[src/rtl/gpio_pkg.sv]
package gpio_pkg;
  localparam int REG_AW = 4;
  localparam int DW     = 32;

  localparam logic [REG_AW-1:0] A_EN    = 4'd0;
  localparam logic [REG_AW-1:0] A_STAT  = 4'd1;
  localparam logic [REG_AW-1:0] A_VIS   = 4'd2;
  localparam logic [REG_AW-1:0] A_CLR   = 4'd3;
  localparam logic [REG_AW-1:0] A_MSET  = 4'd4;
  localparam logic [REG_AW-1:0] A_MCLR  = 4'd5;
  localparam logic [REG_AW-1:0] A_OUT   = 4'd6;
  localparam logic [REG_AW-1:0] A_IN    = 4'd7;
  localparam logic [REG_AW-1:0] A_DIR   = 4'd8;
  localparam logic [REG_AW-1:0] A_MODE0 = 4'd9;
  localparam logic [REG_AW-1:0] A_RSVD  = 4'd11;
  localparam logic [REG_AW-1:0] A_SRST  = 4'd12;

  localparam logic [2:0] M_FALL   = 3'd0;
  localparam logic [2:0] M_RISE   = 3'd1;
  localparam logic [2:0] M_LVL_LO = 3'd2;
  localparam logic [2:0] M_LVL_HI = 3'd3;
  localparam logic [2:0] M_BOTH   = 3'd4;
endpackage

[src/rtl/gpio_sync.sv]
module gpio_sync #(
  parameter int W = 16
) (
  input  logic         clk,
  input  logic         rst_n,
  input  logic [W-1:0] async_i,
  output logic [W-1:0] sync_o
);
  logic [W-1:0] stage1_q, stage2_q;

  always_ff @(posedge clk or negedge rst_n) begin
    if (!rst_n) begin
      stage1_q <= '0;
      stage2_q <= '0;
    end else begin
      stage1_q <= async_i;
      stage2_q <= stage1_q;
    end
  end

  assign sync_o = stage2_q;
endmodule

[src/rtl/gpio_pin_det.sv]
module gpio_pin_det
  import gpio_pkg::*;
(
  input  logic       clk,
  input  logic       rst_n,
  input  logic       level_i,
  input  logic       en_i,
  input  logic [2:0] mode_i,
  output logic       hit_o
);
  logic prev_q;
  logic cond;

  always_ff @(posedge clk or negedge rst_n) begin
    if (!rst_n) prev_q <= 1'b0;
    else        prev_q <= level_i;
  end

  always_comb begin
    case (mode_i)
      M_FALL:   cond = prev_q & ~level_i;
      M_RISE:   cond = ~prev_q & level_i;
      M_LVL_LO: cond = ~level_i;
      M_LVL_HI: cond = level_i;
      M_BOTH:   cond = prev_q ^ level_i;
      default:  cond = 1'b0;
    endcase
  end

  assign hit_o = en_i & cond;

  // a disabled detector never reports a hit
  p_no_hit_disabled_r7: assert property (@(posedge clk) disable iff (!rst_n)
    !en_i |-> !hit_o);
endmodule

[src/rtl/gpio_irq_port.sv]
module gpio_irq_port
  import gpio_pkg::*;
#(
  parameter int PINS = 16
) (
  input  logic              clk,
  input  logic              rst_n,
  input  logic              reg_we,
  input  logic [REG_AW-1:0] reg_addr,
  input  logic [DW-1:0]     reg_wdata,
  output logic [DW-1:0]     reg_rdata,
  input  logic [PINS-1:0]   pin_in,
  output logic [PINS-1:0]   pin_out,
  output logic [PINS-1:0]   pin_oe,
  output logic              irq
);
  localparam int PPW = 8;  // pins per mode word

  logic [PINS-1:0] en_q, status_q, mask_q, out_q, dir_q;
  logic [2:0]      mode_q [PINS];
  logic            srst_q;
  logic [PINS-1:0] lvl_sync, hit, vis;

  logic wr_en, wr_clr, wr_mset, wr_mclr, wr_out, wr_dir, wr_srst;
  assign wr_en   = reg_we && reg_addr == A_EN;
  assign wr_clr  = reg_we && reg_addr == A_CLR;
  assign wr_mset = reg_we && reg_addr == A_MSET;
  assign wr_mclr = reg_we && reg_addr == A_MCLR;
  assign wr_out  = reg_we && reg_addr == A_OUT;
  assign wr_dir  = reg_we && reg_addr == A_DIR;
  assign wr_srst = reg_we && reg_addr == A_SRST;

  logic unused_wdata;
  assign unused_wdata = ^reg_wdata;

  gpio_sync #(.W(PINS)) u_sync (
    .clk(clk), .rst_n(rst_n), .async_i(pin_in), .sync_o(lvl_sync)
  );

  for (genvar g = 0; g < PINS; g++) begin : g_pin
    gpio_pin_det u_det (
      .clk(clk), .rst_n(rst_n), .level_i(lvl_sync[g]), .en_i(en_q[g]),
      .mode_i(mode_q[g]), .hit_o(hit[g])
    );

    // a written clear with no simultaneous hit drops the pending bit
    p_clear_w1c_r8: assert property (@(posedge clk) disable iff (!rst_n)
      (wr_clr && reg_wdata[g] && !hit[g]) |=> !status_q[g]);
    // a disabled, idle pin stays idle
    p_enable_gate_r7: assert property (@(posedge clk) disable iff (!rst_n)
      (!en_q[g] && !status_q[g]) |=> !status_q[g]);
    // a held high level re-sets pending each cycle
    p_level_hold_r6: assert property (@(posedge clk) disable iff (!rst_n)
      (en_q[g] && mode_q[g] == M_LVL_HI && lvl_sync[g] && !srst_q) |=> status_q[g]);
    // mask-set write masks the pin
    p_mask_set_r9: assert property (@(posedge clk) disable iff (!rst_n)
      (wr_mset && reg_wdata[g] && !srst_q) |=> mask_q[g]);
  end

  always_ff @(posedge clk or negedge rst_n) begin
    if (!rst_n) srst_q <= 1'b0;
    else if (wr_srst) srst_q <= reg_wdata[0];
  end

  always_ff @(posedge clk or negedge rst_n) begin
    if (!rst_n) begin
      en_q <= '0; status_q <= '0; mask_q <= '0; out_q <= '0; dir_q <= '0;
      for (int i = 0; i < PINS; i++) mode_q[i] <= M_FALL;
    end else if (srst_q) begin
      en_q <= '0; status_q <= '0; mask_q <= '0; out_q <= '0; dir_q <= '0;
      for (int i = 0; i < PINS; i++) mode_q[i] <= M_FALL;
    end else begin
      if (wr_en)  en_q  <= reg_wdata[PINS-1:0];
      if (wr_out) out_q <= reg_wdata[PINS-1:0];
      if (wr_dir) dir_q <= reg_wdata[PINS-1:0];
      if (wr_mset)      mask_q <= mask_q | reg_wdata[PINS-1:0];
      else if (wr_mclr) mask_q <= mask_q & ~reg_wdata[PINS-1:0];
      status_q <= (status_q & ~(wr_clr ? reg_wdata[PINS-1:0] : '0)) | hit;
      for (int i = 0; i < PINS; i++)
        if (reg_we && reg_addr == REG_AW'(int'(A_MODE0) + i / PPW))
          mode_q[i] <= reg_wdata[4*(i%PPW) +: 3];
    end
  end

  assign vis     = status_q & ~mask_q;
  assign irq     = |vis;
  assign pin_out = out_q;
  assign pin_oe  = dir_q;

  always_comb begin
    reg_rdata = '0;
    case (reg_addr)
      A_EN:    reg_rdata[PINS-1:0] = en_q;
      A_STAT:  reg_rdata[PINS-1:0] = status_q;
      A_VIS:   reg_rdata[PINS-1:0] = vis;
      A_MSET:  reg_rdata[PINS-1:0] = mask_q;
      A_OUT:   reg_rdata[PINS-1:0] = out_q;
      A_IN:    reg_rdata[PINS-1:0] = lvl_sync;
      A_DIR:   reg_rdata[PINS-1:0] = dir_q;
      A_SRST:  reg_rdata[0]        = srst_q;
      default: reg_rdata = '0;
    endcase
    for (int i = 0; i < PINS; i++)
      if (reg_addr == REG_AW'(int'(A_MODE0) + i / PPW))
        reg_rdata[4*(i%PPW) +: 3] = mode_q[i];
  end

  // while soft reset is held the configuration clears next cycle
  p_srst_clears_r10: assert property (@(posedge clk) disable iff (!rst_n)
    srst_q |=> (en_q == '0 && status_q == '0 && mask_q == '0 && dir_q == '0 && out_q == '0));
  // the line is only raised by some pending bit
  p_irq_needs_pending_r9: assert property (@(posedge clk) disable iff (!rst_n)
    irq |-> status_q != '0);
endmodule

[config.mk]
export PLATFORM = sky130hd
export DESIGN_NAME = gpio_irq_port
export DESIGN_NICKNAME = d
export VERILOG_FILES = /design/src/rtl/gpio_pkg.sv /design/src/rtl/gpio_sync.sv /design/src/rtl/gpio_pin_det.sv /design/src/rtl/gpio_irq_port.sv
export SDC_FILE = /design/constraint.sdc
export NUM_CORES = 1
export LEC_CHECK = 0
export BUFFER_PORTS_ARGS = -buffer_cell sky130_fd_sc_hd__buf_2
export CORE_ASPECT_RATIO = 0.8
export CORE_UTILIZATION = 40
export DETAILED_ROUTE_END_ITERATION = 12
export PLACE_DENSITY = 0.56
export SYNTH_ARGS = -nofsm -noshare
export SYNTH_HDL_FRONTEND = slang
export SYNTH_SLANG_ARGS = --single-unit
[constraint.sdc]
create_clock -name clk -period 4.9 [get_ports clk]
set_input_delay 0.735 -clock clk [delete_from_list [all_inputs] [get_ports clk]]
set_output_delay 0.735 -clock clk [all_outputs]
set_load 0.05 [all_outputs]
==> run metrics, run 1 <==
status completed; pre-CTS setup slack 1.34 ns; clock buffer depth 2; worst-margin pin slew 1.17 ns; Pwr Total 3.83 mW; TritonCTS buffer count 17; Area Growth Syn to Fin 11.5%; largest net degree at the start of global routing 110; CP Max Fanout 25; CTS Root Cell clkbuf_16; filler cell count 2,309; fin util 45.6%; WL final slightly above 30,000 um; Post-synth ARST share 100%; uppermost routed layer met4; final worst slack 1.28 ns; M1 wire length 14,500 um; initial antenna violation count 0; Unique masters post-synth 68; Hold Slack between 0.3 and 0.4 ns; nature of the critical path endpoint primary output; H-tree Lvls 4; clk sinks 177; Final Wtd Congestion 0.869; postcts setup bufs 0; wire length on met3 1890 um; core box area 0.0235 mm2; r2r startpoint srst_q$_DFFE_PN0P_; Setup TNS Final 0 ns; Crit path required time ~4.2 ns; wire length per cell ~22 um; CP Launch Point reg_addr[0]; CP Launch Type input port; # IOs 120; Tmin final 3.62 ns; hpwl dp 19,800 um; chip width 175 um; Worst slew margin 21.9%; Cells after Synth 988; total track usage 25.3%; HP Class register to register; synth warn 0; worst vdd ir between 200 and 250 uV; IO buf count 111; cell area after layout 0.0107 mm2; CTS tree yes; worst hold start u_sync.stage1_q[8]$_DFF_PN0_; sequential area share after synthesis a little under half; remaining antenna violation count after routing 0; Synth Flop Type dfrtp_1; # placed instances 1,341; R2R Setup Slk 2.31 ns; Final Non-Filler Cells 1,373; pwr/cell area around 360 mW/mm2; clock skew 0.0100 ns; Net count, final 1,135; final period utilization 73.9%; Final Setup Violations 0; Final Hold Violating Endpoints 0; GRT overflow 0; Antenna diodes 0; vias per inst 5.72; most common cell after layout, fill and taps aside nand2_1; share of cells above drive strength 1 between 20% and 30%; Initial DRT Pass Iterations 5; clk slew on worst S/H paths 0.07 ns; Initial Utilization 40.9%; PostCTS Resize Cnt 0; Data arrival, critical path roughly 2.9 ns; die area 0.0246 mm2; num rows 50; max-cap check violation count 0; vias 7,850; Synth Register Bits 177; DRC violations left 0; global-route wire length before repair 46,800 um; met2 WL 13,500 um; RSZ-0062 raised after global routing no; placed cell areas 0.0101 mm2; fin. max-slew vios 0; Die Y 141 um; CTS Hold Bufs 0; P_leak 4.71 nW; vias in the first global route 7,613; most frequent cells in the layout nand2_1, dfrtp_1, buf_2; DR iter-0 viols 814; Netlist Area Pre-Place 0.00959 mm2; top achievable clock speed 276 MHz; crit path kind input port to primary output; Synth Area per Inst approximately 9.7 um2; Post-synth EDFFs 0; worst skew pair latency ~0.44 ns
==> final cells by class <==
class	count	area (um2)	area share, %
clock inverters	14	146	1.37
clock buffers	18	429	4.01
multi-input cells	691	4500	42.1
flip-flops and latches	177	4430	41.4
inverters	40	150	1.40
well taps	312	390	3.65
repair buffers	121	652	6.09
==> routing by layer <==
| layer | up-vias | GRT usage (%) |
|---|---|---|
| met5 | - | 0 |
| met4 | 0 | 6.36 |
| met3 | 29 | 4.89 |
| met2 | 280 | 37.8 |
| met1 | 3968 | 37.4 |
| li1 | 3573 | - |
==> path summary, 6_finish.rpt <==
| path | to | cells after the start |
|---|---|---|
| worst min register to register | u_sync.sync_o[8]$_DFF_PN0_ | 0 |
| worst min-delay path | u_sync.sync_o[8]$_DFF_PN0_ | 0 |
| worst max-delay path | reg_rdata[3] | 6 |
| min in group asynchronous | u_sync.sync_o[5]$_DFF_PN0_ | 1 |
| max in group asynchronous | mode_q[38]$_DFFE_PN0P_ | 2 |
| worst max register to register | mask_q[15]$_DFFE_PN0P_ | 4 |
==> kinds of logic (layout without fill, tap and decap cells) <==
| logic type | count (synthesis) | count (layout) | share of synthesized area, % |
|---|---|---|---|
| xor+xnor | 16 | 16 | 1.46 |
| compound gates | 280 | 280 | 20.3 |
| buf+inv | 123 | 193 | 7.04 |
| flops | 177 | 177 | 46.2 |
| mux | 57 | 57 | 6.22 |
| other cells | 1 | 4 | 0.0391 |
| fa+ha+maj | 32 | 32 | 4.17 |
| simple gates | 302 | 302 | 14.6 |
==> where the power goes <==
group / total (mW) / switching, mW / internal (mW)
logic: 0.733 / 0.508 / 0.224
clock network: 1.38 / 0.655 / 0.721
registers: 1.72 / 0.157 / 1.56
total: 3.83 / 1.32 / 2.51
==> flip-flops by register name, indices dropped and copies added, names as in the netlist <==
signal	count
en_q	16
mode_q	48
g_pin.u_det.prev_q	16
srst_q	1
pin_out	16
status_q	16
u_sync.stage1_q	16
pin_oe	16
mask_q	16
u_sync.sync_o	16
==> synth_stat cells, types with 12 or more instances <==
cell / n / share of area [%]
mux2i_1: 36 / 3.8
buf_6: 12 / 1.4
a21oi_2: 40 / 3.7
a22oi_1: 12 / 0.94
nand2_1: 222 / 8.7
a21oi_1: 82 / 4.3
or4b_2: 12 / 1.3
o21ai_0: 44 / 2.3
xnor2_1: 16 / 1.5
dfrtp_1: 177 / 46
nand2b_1: 14 / 0.91
buf_2: 44 / 2.3
mux2_2: 21 / 2.5
buf_4: 12 / 0.94
a31o_2: 14 / 1.3
inv_1: 38 / 1.5
a22o_1: 30 / 2.7
ha_1: 32 / 4.2
==> worst max-delay path: stages <==
cell and delay (ns):
buf_2 0.52, clkinv_1 0.62, nor3_1 0.40, a21oi_1 0.12
a22oi_1 0.18, buf_2 0.29
No activity file was read; power rests on OpenSTA's default activity.
==> run 2: changes to the inputs <==
--- a/config.mk
+++ b/config.mk
@@ -5,6 +5,7 @@
 export SDC_FILE = /design/constraint.sdc
 export NUM_CORES = 1
 export LEC_CHECK = 0
+export ABC_AREA = 1
 export BUFFER_PORTS_ARGS = -buffer_cell sky130_fd_sc_hd__buf_2
 export CORE_ASPECT_RATIO = 0.8
 export CORE_UTILIZATION = 40
==> constraint.sdc (replaced) <==
create_clock -name clk -period 3.4 [get_ports clk]
set_input_delay 0.51 -clock clk [delete_from_list [all_inputs] [get_ports clk]]
set_output_delay 0.51 -clock clk [all_outputs]
set_load 0.05 [all_outputs]
==> run metrics, run 2 <==
WL final 25,800 um (-15%); die area 0.0235 mm2 (-4.7%); Antenna diodes 0 (unchanged); Synth area leaders dfrtp_1, nand2_1, inv_1; Cells after Synth 1,217 (+23%); Synth area leader dfrtp_1; Final Wtd Congestion 0.861 (-1.0%); Area Growth Syn to Fin 16.2%; most frequent cells after synthesis nand2_1, inv_1, dfrtp_1, o21ai_0, nor2_1; clock skew 0.0122 ns (+0.00215 ns); top-count cell post-synth nand2_1; HP Class input port to async pin; H-tree Lvls 4 (unchanged); pwr/cell area 743 mW/mm2 (+110%); Synth Register Bits 177 (unchanged); PostCTS Resize Cnt 0 (unchanged); total track usage 23.0% (-2.3 points); Final Hold Violating Endpoints 0 (unchanged); CTS Root Cell clkbuf_16; most frequent cells in the layout nand2_1, inv_1, dfrtp_1; Netlist Area Pre-Place 0.00914 mm2 (-4.7%); CP Launch Type input port; worst vdd ir 342 uV (+46%); CTS Hold Bufs 0 (unchanged); Post-synth EDFFs 0 (unchanged); core box area 0.0224 mm2 (-4.4%); Setup TNS Final 0 ns (unchanged); Unique masters post-synth 23 (-66%); TritonCTS buffer count 17 (unchanged); fin. max-slew vios 0 (unchanged); Die Y 137 um (-2.4%); nature of the critical path endpoint primary output; most common cell after layout, fill and taps aside nand2_1; Net count, final 1,408 (+24%); vias per inst 4.85 (-15%); Final Non-Filler Cells 1,640 (+19%); # IOs 120 (unchanged); DR iter-0 viols 640 (-21%); worst-margin pin slew 1.04 ns (-0.132 ns); crit path max-delay cell type o21ai_0; num rows 49 (-2.0%); DRC violations left 0 (unchanged); synth warn 0 (unchanged); postcts setup bufs 0 (unchanged); Biggest register mode_q; status completed; crit-path max cell delay 0.44 ns (-0.18 ns); max-cap check violation count 0 (unchanged); Initial DRT Pass Iterations 6 (+1); Worst slew margin 30.7% (+8.8 points); clk sinks 177 (unchanged); remaining antenna violation count after routing 0 (unchanged); GRT overflow 0 (unchanged); wire length per cell 15.7 um (-28%); clk slew on worst S/H paths 0.07 ns (about the same); largest net degree at the start of global routing 57 (-48%); final period utilization between 80% and 90%; worst skew pair latency 0.43 ns (about the same); crit path kind input port to primary output; top achievable clock speed 355 MHz; max FFs per register 48 (unchanged); sequential area share after synthesis 48.5% (+2.3 points); Final Setup Violations 0 (unchanged); vias in the first global route 7,615 (+0.026%); clock buffer depth 2 (unchanged); FF-to-FF path depth 4 (unchanged); Initial Utilization 40.7% (-0.16 points); IO buf count 111 (unchanged); vias 7,952 (+1.3%); hpwl dp 19,400 um (-2.0%); global-route wire length before repair 40,600 um (-13%); Synth Area per Inst 7.51 um2 (-23%); Data arrival, critical path 2.31 ns (-0.57 ns); Synth Flop Type dfrtp_1; # placed instances 1,608 (+20%); post-synth top area share 48.5% (+2.3 points); share of cells above drive strength 1 13.3% (-11 points); cells along the critical path buf_2 > inv_1 > nand2_1 > inv_1 > nand2_1 > o21ai_0 > nor2_1 > nand4_1 > buf_2; RSZ-0062 raised after global routing no; Crit path required time 2.89 ns (-1.27 ns); Post-synth ARST share 100% (unchanged); Tmin final roughly 2.8 ns; initial antenna violation count 0 (unchanged); CP Max Fanout 16 (-36%); chip width 171 um (-2.4%); P_leak 5.57 nW (+18%); CTS tree yes
==> run 2: changes by cell type after synthesis, moves of 30 or more <==
cell | previous run | this run
mux2i_1 | 36 | 0
nor2_1 | 10 | 86
inv_1 | 38 | 201
nand3_1 | 4 | 52
nand2_1 | 222 | 369
o21ai_0 | 44 | 127
a22o_1 | 30 | 0
a21oi_2 | 40 | 0
a21oi_1 | 82 | 52
==> run 2: final cells by class <==
cell class | count | area, um2
inverter | 206 | 773
timing repair buffer | 128 | 729
tap | 306 | 383
clock inverter | 11 | 128
multi-input combinational | 791 | 3710
sequential | 177 | 4430
clock buffer | 21 | 470
fill | 2297 | 11800
==> run 2: stage by stage <==
| stage | worst slack, ns | total power [mW] | utilization, % | hold WS, ns | instance area (um2) |
|---|---|---|---|---|---|
| floorplan | 1.02 | 5.04 | - | 0.214 | 9150 |
| global placement | 0.647 | 5.85 | 44.7 | 0.332 | 10000 |
| detailed placement | 0.646 | 5.90 | 44.7 | 0.335 | 10000 |
| CTS | 0.625 | 7.93 | 47.3 | 0.0511 | 10600 |
| global route | 0.533 | 8.39 | 47.3 | 0.0712 | 10600 |
| finish | 0.582 | 7.89 | 47.3 | 0.0416 | 10600 |
==> run 2: routing by layer <==
metal	share of wire, %	track usage, %	vias to the layer above	routed length, um
met2	45	36.5	240	11700
met1	48	32.4	3689	12300
li1	-	-	3997	-
met3	5.5	3.94	26	1410
met4	1.7	6.70	0	433
met5	0	0	-	0
==> run 2: cell families (layout without fill, tap and decap cells) <==
logic type / count (synthesis) / count (layout) / synth area share (%)
and+or+nand+nor: 534 / 534 / 23.5
buffers and inverters: 252 / 366 / 11.1
AOI/OAI and AO/OA: 221 / 221 / 12.5
DFF: 177 / 177 / 48.5
adders and majority gates: 32 / 32 / 4.38
other: 1 / 4 / 0.0410
==> run 2: critical path, delay by kind of cell <==
kind,cells,cell delay (ns)
simple gates,4,0.75
compound gates,1,0.44
buf+inv,4,0.60
==> run 2: power by group <==
group	switching (mW)	internal [mW]
Sequential	0.451	2.68
Clock	0.873	1.15
Combinational	2.01	0.733
Total	3.33	4.56
==> run 2: final timing paths <==
path,from,to,slack (ns)
setup reg to reg,srst_q$_DFFE_PN0P_,mask_q[6]$_DFFE_PN0P_,1.28
max in group asynchronous,rst_n,status_q[9]$_DFF_PN0_,2.60
min in group clk,pin_in[11],u_sync.stage1_q[11]$_DFF_PN0_,0.18
setup / recovery,reg_addr[3],reg_rdata[13],0.58
hold / removal,rst_n,mode_q[1]$_DFFE_PN0P_,0.04
hold reg to reg,u_sync.stage1_q[7]$_DFF_PN0_,u_sync.sync_o[7]$_DFF_PN0_,0.35
==> run 3: changes to the inputs <==
==> constraint.sdc (replaced) <==
create_clock -name clk -period 2.7 [get_ports clk]
set_input_delay 0.405 -clock clk [delete_from_list [all_inputs] [get_ports clk]]
set_output_delay 0.405 -clock clk [all_outputs]
set_load 0.05 [all_outputs]
==> run metrics, run 3 (synthesis gave the netlist of run 2 again) <==
status completed; Area Growth Syn to Fin 17.2%; vias in the first global route 7,708 (+1.2%); top achievable clock speed a little over 400 MHz; crit path kind input port to primary output; fin. max-slew vios 0 (unchanged); vias per inst 4.89 (+0.94%); crit path max-delay cell type o21ai_0; CP Launch Point reg_addr[3]; core box area 0.0224 mm2 (unchanged); GRT overflow 0 (unchanged); r2r startpoint srst_q$_DFFE_PN0P_; Stages on worst setup path 9 (unchanged); CP Launch Type input port; largest net degree at the start of global routing 65 (+14%); Pwr Total 10.1 mW (+28%); Net count, final 1,414 (+0.43%); final period utilization 89.4%; CTS Root Cell clkbuf_16; CTS tree yes; clock skew 0.0111 ns (-0.00107 ns); H-tree Lvls 4 (unchanged); FF-to-FF path depth 5 (+1); crit-path max cell delay 0.37 ns (-0.07 ns); chip width 171 um (unchanged); remaining antenna violation count after routing 0 (unchanged); CP Max Fanout 12 (-4); Die Y 137 um (unchanged); share of cells above drive strength 1 13.6% (+0.31 points); R2R Setup Slk 0.65 ns (-0.63 ns); num rows 49 (unchanged); Reg-to-Reg End pin_out[8]$_DFFE_PN0P_; IO buf count 111 (unchanged); # placed instances 1,613 (+0.31%); vias 8,056 (+1.3%); Largest delay share family, worst path simple AND/OR/NAND/NOR gates; Clock power frac 27.0% (+1.4 points); most common cell after layout, fill and taps aside nand2_1; hpwl dp 19,500 um (+0.37%); Antenna diodes 0 (unchanged); WP buf/inv 4 (unchanged); clock buffer depth 2 (unchanged); postcts setup bufs 0 (unchanged); die area 0.0235 mm2 (unchanged); Final Setup Violations 0 (unchanged); # IOs 120 (unchanged); WL final 26,100 um (+1.3%); initial antenna violation count 0 (unchanged); DR iter-0 viols 637 (-0.47%); Biggest register mode_q; Setup TNS Final 0 ns (unchanged); max-cap check violation count 0 (unchanged); RSZ-0062 raised after global routing no; combinational share of power 34.1% (-0.6 points); PostCTS Resize Cnt 0 (unchanged); filler cell count 2,290 (-0.30%); Initial Utilization 40.7% (unchanged); worst skew pair latency 0.44 ns (about the same); Tmin final roughly 2.4 ns; global-route wire length before repair 41,500 um (+2.4%); pwr/cell area 945 mW/mm2 (+27%); P_leak 5.62 nW (+0.97%); sw power 4.23 mW (+27%); worst hold start pin_in[4]; worst vdd ir 433 uV (+27%); clk sinks 177 (unchanged); clk slew on worst S/H paths 0.07 ns (about the same); Crit path required time 2.30 ns (-0.59 ns); CP Capture Point reg_rdata[13]; Final Wtd Congestion 0.896 (+4.1%); Worst slew margin 55.8% (+25 points); most frequent cells in the layout nand2_1, inv_1, dfrtp_1; TritonCTS buffer count 17 (unchanged); cell-internal power 5.90 mW (+29%); Final Hold Violating Endpoints 0 (unchanged); HP Class input port to register; nature of the critical path endpoint primary output; Final Non-Filler Cells 1,646 (+0.37%); worst-margin pin slew 0.661 ns (-0.376 ns); max FFs per register 48 (unchanged); cells along the critical path buf_2 > inv_1 > nand2_1 > inv_1 > nand2_1 > o21ai_0 > nor2_1 > nand4_1 > buf_2; register area 0.00443 mm2 (unchanged); fin util 47.7% (+0.40 points); Multi-input gate area 0.00371 mm2 (unchanged); Initial DRT Pass Iterations 5 (-1); DRC violations left 0 (unchanged); Flop pwr share 38.9% (-0.8 points); total track usage 23.8% (+0.71 points); Data arrival, critical path 2.01 ns (-0.30 ns); wire length per cell 15.9 um (+0.94%); switching share of power 41.7% (-0.46 points)
## run 3: changes by cell type in the layout (fill, tap and decap cells not counted), moves of 2 or more
cell / previous run / this run
clkinv_4: 2 / 0
bufinv_16: 2 / 4
clkinvlp_4: 3 / 1
clkbuf_8: 4 / 2
buf_4: 14 / 19
inv_6: 2 / 6
## run 3: worst min path at each step
stage	depth (start not counted)	slack (ns)	to
finish	1	0.07	u_sync.stage1_q[4]$_DFF_PN0_
global route	1	0.04	u_sync.stage1_q[4]$_DFF_PN0_
CTS	1	0.05	u_sync.stage1_q[4]$_DFF_PN0_
detailed placement	0	0.33	u_sync.sync_o[14]$_DFF_PN0_
global placement	0	0.33	u_sync.sync_o[5]$_DFF_PN0_
floorplan	0	0.11	en_q[0]$_DFFE_PN0P_
## run 3: layout make-up
type                    instances  share of cell area (%)
repair buffers                134                    7.25
multi-input cells             791                    34.6
clock buffers                  19                    4.14
inverters                     206                    7.22
well taps                     306                    3.57
clock inverters                13                    1.83
flip-flops and latches        177                    41.4
## run 3: power by group through the flow
stage	Combinational [mW]	Clock, mW	Sequential [mW]
4_1_cts	3.47	2.79	3.94
2_1_floorplan	1.95	0	4.39
3_5_place_dp	3.44	0	3.98
5_1_grt	3.85	2.89	4.04
3_3_place_gp	3.40	0	3.97
6_report	3.45	2.73	3.94
## run 3: per-stage QoR
step	setup slack [ns]	hold WS, ns	cell area, um2
floorplan	0.529	0.109	9150
global placement	0.291	0.332	10100
detailed placement	0.288	0.335	10100
CTS	0.272	0.0509	10700
global route	0.127	0.0447	10700
finish	0.286	0.0657	10700
## run 3: what timing repair did
item                                    4_1_cts  5_1_grt
endpoints found under the setup margin        0        0
hold buffers                                  1        0
hold endpoints to repair                     24        0
## run 3: per-layer routing
metal  global-route usage, %  share of wire, %  vias to the layer above
li1                        -                 -                     4018
met1                    33.1                46                     3762
met2                    37.6                46                      235
met3                    3.82               5.4                       41
met4                    8.28               2.3                        0
met5                       0                 0                        -
